==> src/rtl/drdy_pkg.sv <==
package drdy_pkg;
  typedef enum logic [1:0] {
    ST_IDLE  = 2'd0,
    ST_READY = 2'd1,
    ST_GAP   = 2'd2
  } drdyState_e;

  typedef struct packed {
    logic setLow;
    logic setHigh;
    logic loadGap;
  } drdyCmd_t;
endpackage

==> src/rtl/drdy_pulse_sync.sv <==
module drdy_pulse_sync #(
  parameter int STAGES = 2
) (
  input  logic clk,
  input  logic rstN,
  input  logic toggleIn,
  output logic pulse
);
  localparam int CHAIN_W = STAGES + 1;

  logic [CHAIN_W-1:0] chain;

  always_ff @(posedge clk or negedge rstN) begin
    if (!rstN) chain <= '0;
    else       chain <= {chain[CHAIN_W-2:0], toggleIn};
  end

  // The last two taps differ for one cycle after each flip of the input.
  assign pulse = chain[CHAIN_W-1] ^ chain[CHAIN_W-2];
endmodule

==> src/rtl/drdy_ctrl.sv <==
module drdy_ctrl
  import drdy_pkg::*;
(
  input  logic     clk,
  input  logic     rstN,
  input  logic     newData,
  input  logic     readPulse,
  input  logic     gapDone,
  output drdyCmd_t cmd
);
  drdyState_e state, stateNext;

  always_comb begin
    stateNext = state;
    cmd       = '0;
    unique case (state)
      ST_IDLE: begin
        if (newData) begin
          stateNext  = ST_READY;
          cmd.setLow = 1'b1;
        end
      end
      ST_READY: begin
        if (newData) begin
          // unread results are being replaced: new data wins over a read
          stateNext   = ST_GAP;
          cmd.loadGap = 1'b1;
          cmd.setHigh = 1'b1;
        end else if (readPulse) begin
          stateNext   = ST_IDLE;
          cmd.setHigh = 1'b1;
        end
      end
      ST_GAP: begin
        if (gapDone) begin
          stateNext  = ST_READY;
          cmd.setLow = 1'b1;
        end
      end
      default: stateNext = ST_IDLE;
    endcase
  end

  always_ff @(posedge clk or negedge rstN) begin
    if (!rstN) state <= ST_IDLE;
    else       state <= stateNext;
  end
endmodule

==> src/rtl/drdy_datapath.sv <==
module drdy_datapath
  import drdy_pkg::*;
#(
  parameter int GAP_LEN = 15
) (
  input  logic     clk,
  input  logic     rstN,
  input  drdyCmd_t cmd,
  output logic     gapDone,
  output logic     rdyN
);
  localparam int CNT_W = $clog2(GAP_LEN + 1);
  localparam logic [CNT_W-1:0] GAP_LOAD = CNT_W'(GAP_LEN - 1);

  logic [CNT_W-1:0] gapCnt;

  always_ff @(posedge clk or negedge rstN) begin
    if (!rstN)                gapCnt <= '0;
    else if (cmd.loadGap)     gapCnt <= GAP_LOAD;
    else if (gapCnt != '0)    gapCnt <= gapCnt - 1'b1;
  end

  assign gapDone = (gapCnt == '0);

  always_ff @(posedge clk or negedge rstN) begin
    if (!rstN)            rdyN <= 1'b1;
    else if (cmd.setLow)  rdyN <= 1'b0;
    else if (cmd.setHigh) rdyN <= 1'b1;
  end
endmodule

==> src/rtl/drdy_handshake.sv <==
module drdy_handshake
  import drdy_pkg::*;
#(
  parameter int GAP_LEN     = 15,
  parameter int SYNC_STAGES = 2
) (
  input  logic clk,
  input  logic rstN,
  input  logic newData,
  input  logic readToggle,
  output logic rdyN
);
  logic     readPulse;
  logic     gapDone;
  drdyCmd_t cmd;

  drdy_pulse_sync #(.STAGES(SYNC_STAGES)) u_sync (
    .clk(clk), .rstN(rstN), .toggleIn(readToggle), .pulse(readPulse)
  );

  drdy_ctrl u_ctrl (
    .clk(clk), .rstN(rstN), .newData(newData), .readPulse(readPulse),
    .gapDone(gapDone), .cmd(cmd)
  );

  drdy_datapath #(.GAP_LEN(GAP_LEN)) u_dp (
    .clk(clk), .rstN(rstN), .cmd(cmd), .gapDone(gapDone), .rdyN(rdyN)
  );
endmodule

==> config.mk <==
export PLATFORM = sky130hd
export DESIGN_NAME = drdy_handshake
export DESIGN_NICKNAME = d
export VERILOG_FILES = /design/src/rtl/drdy_pkg.sv /design/src/rtl/drdy_pulse_sync.sv /design/src/rtl/drdy_ctrl.sv /design/src/rtl/drdy_datapath.sv /design/src/rtl/drdy_handshake.sv
export SDC_FILE = /design/constraint.sdc
export NUM_CORES = 1
export LEC_CHECK = 0
export BUFFER_PORTS_ARGS = -buffer_cell sky130_fd_sc_hd__buf_2
export CAP_MARGIN = 15
export CELL_PAD_IN_SITES_DETAIL_PLACEMENT = 1
export CELL_PAD_IN_SITES_GLOBAL_PLACEMENT = 2
export CORE_UTILIZATION = 31
export CTS_CLUSTER_DIAMETER = 100
export DETAILED_ROUTE_END_ITERATION = 16
export PLACE_DENSITY = 0.74
export SYNTH_ARGS = -nofsm -noshare
export SYNTH_HDL_FRONTEND = slang
export SYNTH_SLANG_ARGS = --single-unit
==> constraint.sdc <==
create_clock -name clk -period 1.2 [get_ports clk]
set_clock_uncertainty 0.05 [all_clocks]
set_input_delay 0.24 -clock clk [delete_from_list [all_inputs] [get_ports clk]]
set_output_delay 0.24 -clock clk [all_outputs]
set_load 0.05 [all_outputs]
==> results of run 1 <==
[through the flow]
stage | cell area [um2] | setup slack (ns)
final | 608 | -0.0967
after detailed placement | 515 | -0.120
after global routing | 608 | -0.149
after floorplan | 454 | -0.0403
after global placement | 515 | -0.0555
after CTS | 577 | -0.120
[path summary, 6_finish.rpt]
path	from	end	cells past startpoint
worst min register to register	u_sync.chain[0]$_DFF_PN0_	u_sync.chain[1]$_DFF_PN0_	0
min in group asynchronous	rstN	u_sync.chain[1]$_DFF_PN0_	2
worst max-delay path	u_dp.gapCnt[0]$_DFFE_PN0P_	u_dp.rdyN$_DFFE_PN1P_	5
worst max register to register	u_dp.gapCnt[0]$_DFFE_PN0P_	u_dp.rdyN$_DFFE_PN1P_	5
max in group asynchronous	rstN	u_dp.rdyN$_DFFE_PN1P_	2
worst min-delay path	readToggle	u_sync.chain[0]$_DFF_PN0_	1
[cell families after synthesis]
group	Yosys count	synth area share [%]
buffers and inverters	2	1.66
xor gates and xnor gates	2	3.88
muxes	1	2.22
AOI/OAI and AO/OA	5	6.65
adders and majority gates	1	2.77
DFF	10	55.7
and+or+nand+nor	19	27.1
[power by group]
part	total (uW)	internal, uW	switching (uW)
clock	304	184	120
combinational	682	381	301
sequential	610	469	141
[what timing repair did]
item                                    in CTS  in global routing
endpoints found under the setup margin       7                  7
buffers inserted                             0                  1
hold endpoints to repair                     9                  0
gates resized for setup                      4                  7
pin swaps                                    4                  3
hold buffers                                 1                  0
[Yosys cell counts]
master	instances	area share [%]
sky130_fd_sc_hd__a21o_1	1	1.7
sky130_fd_sc_hd__a21oi_1	1	1.1
sky130_fd_sc_hd__and2_1	1	1.4
sky130_fd_sc_hd__and4_1	1	1.9
sky130_fd_sc_hd__dfrtp_1	9	50
sky130_fd_sc_hd__dfstp_2	1	5.8
sky130_fd_sc_hd__ha_1	1	2.8
sky130_fd_sc_hd__inv_1	2	1.7
sky130_fd_sc_hd__mux2i_1	1	2.2
sky130_fd_sc_hd__nand2_1	3	2.5
sky130_fd_sc_hd__nand2b_1	4	5.5
sky130_fd_sc_hd__nand3_1	1	1.1
sky130_fd_sc_hd__nand3b_1	3	5.0
sky130_fd_sc_hd__nor2_1	2	1.7
sky130_fd_sc_hd__nor2b_1	2	2.8
sky130_fd_sc_hd__nor3_1	1	1.1
sky130_fd_sc_hd__nor3b_4	1	4.2
sky130_fd_sc_hd__o211ai_1	1	1.7
sky130_fd_sc_hd__o21ai_0	2	2.2
sky130_fd_sc_hd__xnor2_1	2	3.9
[worst max-delay path, cell delays in order, from the launching register on]
cell,delay (ns)
sky130_fd_sc_hd__dfrtp_1,0.39
sky130_fd_sc_hd__inv_2,0.07
sky130_fd_sc_hd__ha_4,0.14
sky130_fd_sc_hd__nor3b_4,0.29
sky130_fd_sc_hd__nand3b_1,0.14
sky130_fd_sc_hd__and4_1,0.16
[placed cells by master, fill, tap and decap left out, types with 2 or more instances in the layout]
cell,count
sky130_fd_sc_hd__dfrtp_1,9
sky130_fd_sc_hd__nand2b_1,4
sky130_fd_sc_hd__nand3b_1,3
sky130_fd_sc_hd__nand2_1,3
sky130_fd_sc_hd__clkbuf_4,3
sky130_fd_sc_hd__buf_2,3
sky130_fd_sc_hd__buf_4,3
sky130_fd_sc_hd__inv_2,2
sky130_fd_sc_hd__xnor2_1,2
sky130_fd_sc_hd__nor2_1,2
sky130_fd_sc_hd__nor2b_1,2
[cell type report]
class / count / share of cell area [%]
well taps: 15 / 3.09
flip-flops and latches: 10 / 41.4
clock buffers: 4 / 5.97
repair buffers: 9 / 12.1
inverters: 2 / 1.23
multi-input cells: 28 / 36.2
[state kept, by name, summed over array words and instances (netlist names)]
| name | flops |
|---|---|
| u_dp.rdyN | 1 |
| u_dp.gapCnt | 4 |
| u_sync.chain | 3 |
| u_ctrl.state | 2 |
[per-layer routing]
layer  share of wire [%]  global-route usage [%]  vias up  wire (um)
met5                   0                       0        -          0
met4                0.69                    12.5        0          6
met3                 2.9                    1.67        2         25
met1                  43                    16.7      164        368
li1                    -                       -      160          -
met2                  54                    21.4        5        464
==> impl_metrics.env, run 1 <==
export IMPL_placed_wire_length_estimate_um=661
export IMPL_multi_input_gate_area_in_the_final_layout_um2=220
export IMPL_yosysUniqueCellTypes=20
export IMPL_report_final_hold_viol_count=0
export IMPL_first_global_vias=351
export IMPL_global_route_overflow_total=0
export IMPL_synth_seq_area_share_pct=55.7
export IMPL_finalWorstSetupSlack_ns=-0.0967
export IMPL_crit_arrival_ns=1.45
export IMPL_drt_drc_violations_left=0
export IMPL_initial_standard_cell_utilization_of_the_core_pct=33.9
export IMPL_number_of_antenna_violations_at_the_first_check_in_global_routing=0
export IMPL_clock_insertion_delay_worst_skew_ns=0.26
export IMPL_dr_pass1_iters=2
export IMPL_cap_violations=0
export IMPL_area_growth_synth_to_final_pct=34.6
export IMPL_seqCellArea_um2=251
export IMPL_place_gp_congestion=0.707
export IMPL_total_power_uw=1600
export IMPL_numCtsBuffers=3
export IMPL_power_density_nw_per_um2=2620
export IMPL_synth_seq_cells=10
export IMPL_fmax_ghz=0.771
export IMPL_cp_max_fo=5
export IMPL_timing_critical_path_from_type="flop"
export IMPL_syn_avg_cell_area_um2=11.3
export IMPL_timing_setup_critical_path_class="flop to flop"
export IMPL_leakagePower_uw=0.000268
export IMPL_gate_count_post_synth=40
export IMPL_grt_first_pass_wirelength_mm=1.41
export IMPL_syn_nets=45
export IMPL_outcome="finished with violations"
export IMPL_wire_per_inst_um=12.7
export IMPL_pin_count_of_the_biggest_net_entering_global_routing=11
export IMPL_final_min_clock_period_ns=1.30
export IMPL_coreArea_um2=1330
export IMPL_worst_ir_drop_on_vdd_uv=664
export IMPL_die_height_um=40.2
export IMPL_groute_usage_overall_pct=13.9
export IMPL_num_io_pins=5
export IMPL_htree_num_levels=1
export IMPL_final_layout_size_suffix_gt1_share_pct=35.8
export IMPL_route_vias_total=331
export IMPL_violations_in_the_final_reports="negative setup slack"
export IMPL_tritoncts="done"
export IMPL_fillCellCount=151
export IMPL_finalNetCount=59
export IMPL_fp_dieW_um=40.2
export IMPL_dieArea_um2=1610
export IMPL_number_of_vias_per_cell=4.87
export IMPL_drt_iter0_markers=1
export IMPL_cts_sink_count=10
export IMPL_max_slew_headroom_pct=81.1
export IMPL_setup_viol=6
export IMPL_final_hold_worst_slack_ns=0.0254
export IMPL_totalNegativeSetupSlack_ns=-0.375
export IMPL_hold_path_class="primary input to flop"
export IMPL_syn_cell_area_um2=452
export IMPL_warnings_from_yosys=0
export IMPL_root_buffer="sky130_fd_sc_hd__clkbuf_4"
export IMPL_place_inst=62
export IMPL_grt_setup_unrepaired="yes"
export IMPL_route_antenna_remaining_nets=0
export IMPL_clk_transition_reported_paths_ns=0.07
export IMPL_antenna_diode_count=0
export IMPL_report_final_slew_viol_count=0
export IMPL_worst_pin_slew_ns=0.284
export IMPL_final_instance_count_excl_fill=68
export IMPL_timing_critical_path_to_type="flop"
export IMPL_post_route_util_pct=45.6
export IMPL_required_time_reported_for_the_critical_path_endpoint_ns=1.35
export IMPL_numPortBuffers=4
export IMPL_clk_path_buf_depth=2
export IMPL_drt_total_wl_um=864
export IMPL_min_period_over_period_pct=108
export IMPL_r2r_setup_slack_ns=-0.1
export IMPL_std_cell_rows=13
(Power assumes the default switching activity.)
==> inputs of run 2 (changes only) <==
Settings changed: CORE_MARGIN from default to 3, RECOVER_POWER from default to 50.
Clock period 1.2 ns to 1.1 ns, I/O delays scaled along.
==> impl_metrics.env, run 2 (synthesis results as in run 1) <==
export IMPL_first_global_vias=384
export IMPL_finalNetCount=66
export IMPL_clock_insertion_delay_worst_skew_ns=0.27
export IMPL_hold_path_class="flop to flop"
export IMPL_finalWorstSetupSlack_ns=-0.247
export IMPL_timing_critical_path_from_type="flop"
export IMPL_post_route_util_pct=49.2
export IMPL_initial_standard_cell_utilization_of_the_core_pct=33.9
export IMPL_std_cell_rows=13
export IMPL_pin_count_of_the_biggest_net_entering_global_routing=11
export IMPL_grtUsageMet1_pct=14.4
export IMPL_cp_max_fo=5
export IMPL_number_of_vias_per_cell=4.76
export IMPL_layout_cells_most_common_list="9 x sky130_fd_sc_hd__dfrtp_1, 8 x sky130_fd_sc_hd__buf_4, 4 x sky130_fd_sc_hd__nand2b_1"
export IMPL_leakagePower_uw=0.000295
export IMPL_drt_total_wl_mm=1.07
export IMPL_gr_usage_met3_pct=6.10
export IMPL_globalRoute_busiestLayer="met2"
export IMPL_max_flop_register="u_dp.gapCnt"
export IMPL_power_density_nw_per_um2=2850
export IMPL_fmax_ghz=0.743
export IMPL_route_vias_total=357
export IMPL_flip_flop_count_of_the_largest_register_all_copies_and_words_added=4
export IMPL_wire_per_inst_um=14.2
export IMPL_coreArea_um2=1330
export IMPL_numCtsBuffers=3
export IMPL_fp_dieW_um=44.2
export IMPL_violations_in_the_final_reports="negative setup slack"
export IMPL_timing_critical_path_to_type="flop"
export IMPL_outcome="finished with violations"
export IMPL_final_min_clock_period_ns=1.35
export IMPL_layout_commonest_cell="sky130_fd_sc_hd__dfrtp_1"
export IMPL_timing_setup_critical_path_class="flop to flop"
export IMPL_numPortBuffers=4
export IMPL_grt_util_met2_pct=20.9
export IMPL_cts_sink_count=10
export IMPL_die_height_um=44.2
export IMPL_grt_setup_unrepaired="yes"
export IMPL_cap_violations=0
export IMPL_num_io_pins=5
export IMPL_crit_arrival_ns=1.48
export IMPL_grt_first_pass_wirelength_mm=1.73
export IMPL_biggestRegsByFlops="u_dp.gapCnt: 4 flops, u_sync.chain: 3 flops, u_ctrl.state: 2 flops"
export IMPL_placedInstanceArea_um2=531
export IMPL_global_route_overflow_total=0
export IMPL_tritoncts="done"
export IMPL_route_antenna_remaining_nets=0
export IMPL_worst_ir_drop_on_vdd_uv=1010
export IMPL_fin_area_um2=656
export IMPL_drt_iter0_markers=5
export IMPL_fillCellCount=155
export IMPL_setup_viol=8
export IMPL_dieArea_um2=1950
export IMPL_final_layout_size_suffix_gt1_share_pct=38.3
export IMPL_report_final_hold_viol_count=0
export IMPL_drt_drc_violations_left=0
export IMPL_worst_pin_slew_ns=0.589
export IMPL_dr_pass1_iters=2
export IMPL_report_final_slew_viol_count=0
export IMPL_htree_num_levels=1
export IMPL_place_gp_congestion=0.656
export IMPL_required_time_reported_for_the_critical_path_endpoint_ns=1.23
export IMPL_area_growth_synth_to_final_pct=45.2
export IMPL_groute_usage_overall_pct=13.4
export IMPL_antenna_diode_count=0
export IMPL_clk_path_buf_depth=2
export IMPL_root_buffer="sky130_fd_sc_hd__clkbuf_4"
export IMPL_min_period_over_period_pct=122
export IMPL_clk_transition_reported_paths_ns=0.07
export IMPL_number_of_antenna_violations_at_the_first_check_in_global_routing=0
export IMPL_max_slew_headroom_pct=60.7
-- run 2: changes by cell type in the layout (fill, tap and decap cells not counted) --
cell,previous run,this run
sky130_fd_sc_hd__buf_4,3,8
sky130_fd_sc_hd__clkbuf_1,0,2
sky130_fd_sc_hd__buf_2,3,2
sky130_fd_sc_hd__buf_6,1,2
sky130_fd_sc_hd__clkbuf_8,1,0
sky130_fd_sc_hd__dlygate4sd3_1,1,2
-- run 2: layout make-up --
class	count	area [um2]	area share, %
repair buffers	16	131	20.0
well taps	15	18.8	2.86
flip-flops and latches	10	251	38.4
inverters	2	7.51	1.15
clock buffers	4	26.3	4.01
multi-input cells	28	220	33.6
-- run 2: critical path, stage by stage (launching register included) --
cell and delay [ns]:
sky130_fd_sc_hd__dfrtp_1 0.41, sky130_fd_sc_hd__inv_2 0.08, sky130_fd_sc_hd__ha_4 0.13, sky130_fd_sc_hd__nor3b_4 0.27
sky130_fd_sc_hd__nand3b_1 0.14, sky130_fd_sc_hd__and4_1 0.18
-- run 2: power by group --
part	internal (uW)	switching [uW]	total, uW
Clock	140	127	266
Sequential	512	152	663
Combinational	545	393	938
-- run 2: per-layer routing --
layer	up-vias	share of wire [%]
met5	-	0
met4	0	2.3
met3	4	3.1
met2	7	51
met1	171	44
li1	175	-
-- run 2: path summary, 6_finish.rpt --
check / slack (ns) / depth (start not counted) / to / start
setup / recovery: -0.25 / 5 / u_dp.rdyN$_DFFE_PN1P_ / u_dp.gapCnt[0]$_DFFE_PN0P_
hold / removal: 0.30 / 0 / u_sync.chain[1]$_DFF_PN0_ / u_sync.chain[0]$_DFF_PN0_
setup reg to reg: -0.25 / 5 / u_dp.rdyN$_DFFE_PN1P_ / u_dp.gapCnt[0]$_DFFE_PN0P_
hold reg to reg: 0.30 / 0 / u_sync.chain[1]$_DFF_PN0_ / u_sync.chain[0]$_DFF_PN0_
max in group asynchronous: 0.20 / 2 / u_sync.chain[2]$_DFF_PN0_ / rstN
min in group asynchronous: 0.40 / 2 / u_dp.gapCnt[2]$_DFFE_PN0P_ / rstN
-- run 2: stage by stage --
step / setup TNS [ns] / power (uW) / worst slack (ns) / instances / hold slack [ns]
2_1_floorplan: -0.432 / 1030 / -0.140 / 40 / -0.126
3_3_place_gp: -0.552 / 1250 / -0.154 / 64 / 0.0365
3_5_place_dp: -0.873 / 1300 / -0.201 / 64 / 0.0432
4_1_cts: -1.15 / 1730 / -0.214 / 72 / 0.00531
5_1_grt: -1.83 / 2010 / -0.309 / 75 / 0.310
6_report: -1.29 / 1870 / -0.247 / 75 / 0.303
-- run 2: timing repair --
item | in CTS | in global routing
resized for setup | 6 | 7
setup endpoints to repair | 7 | 8
hold endpoints to repair | 10 | 1
hold buffers | 1 | 1
pin swaps | 3 | 6
buffers inserted | 5 | 5
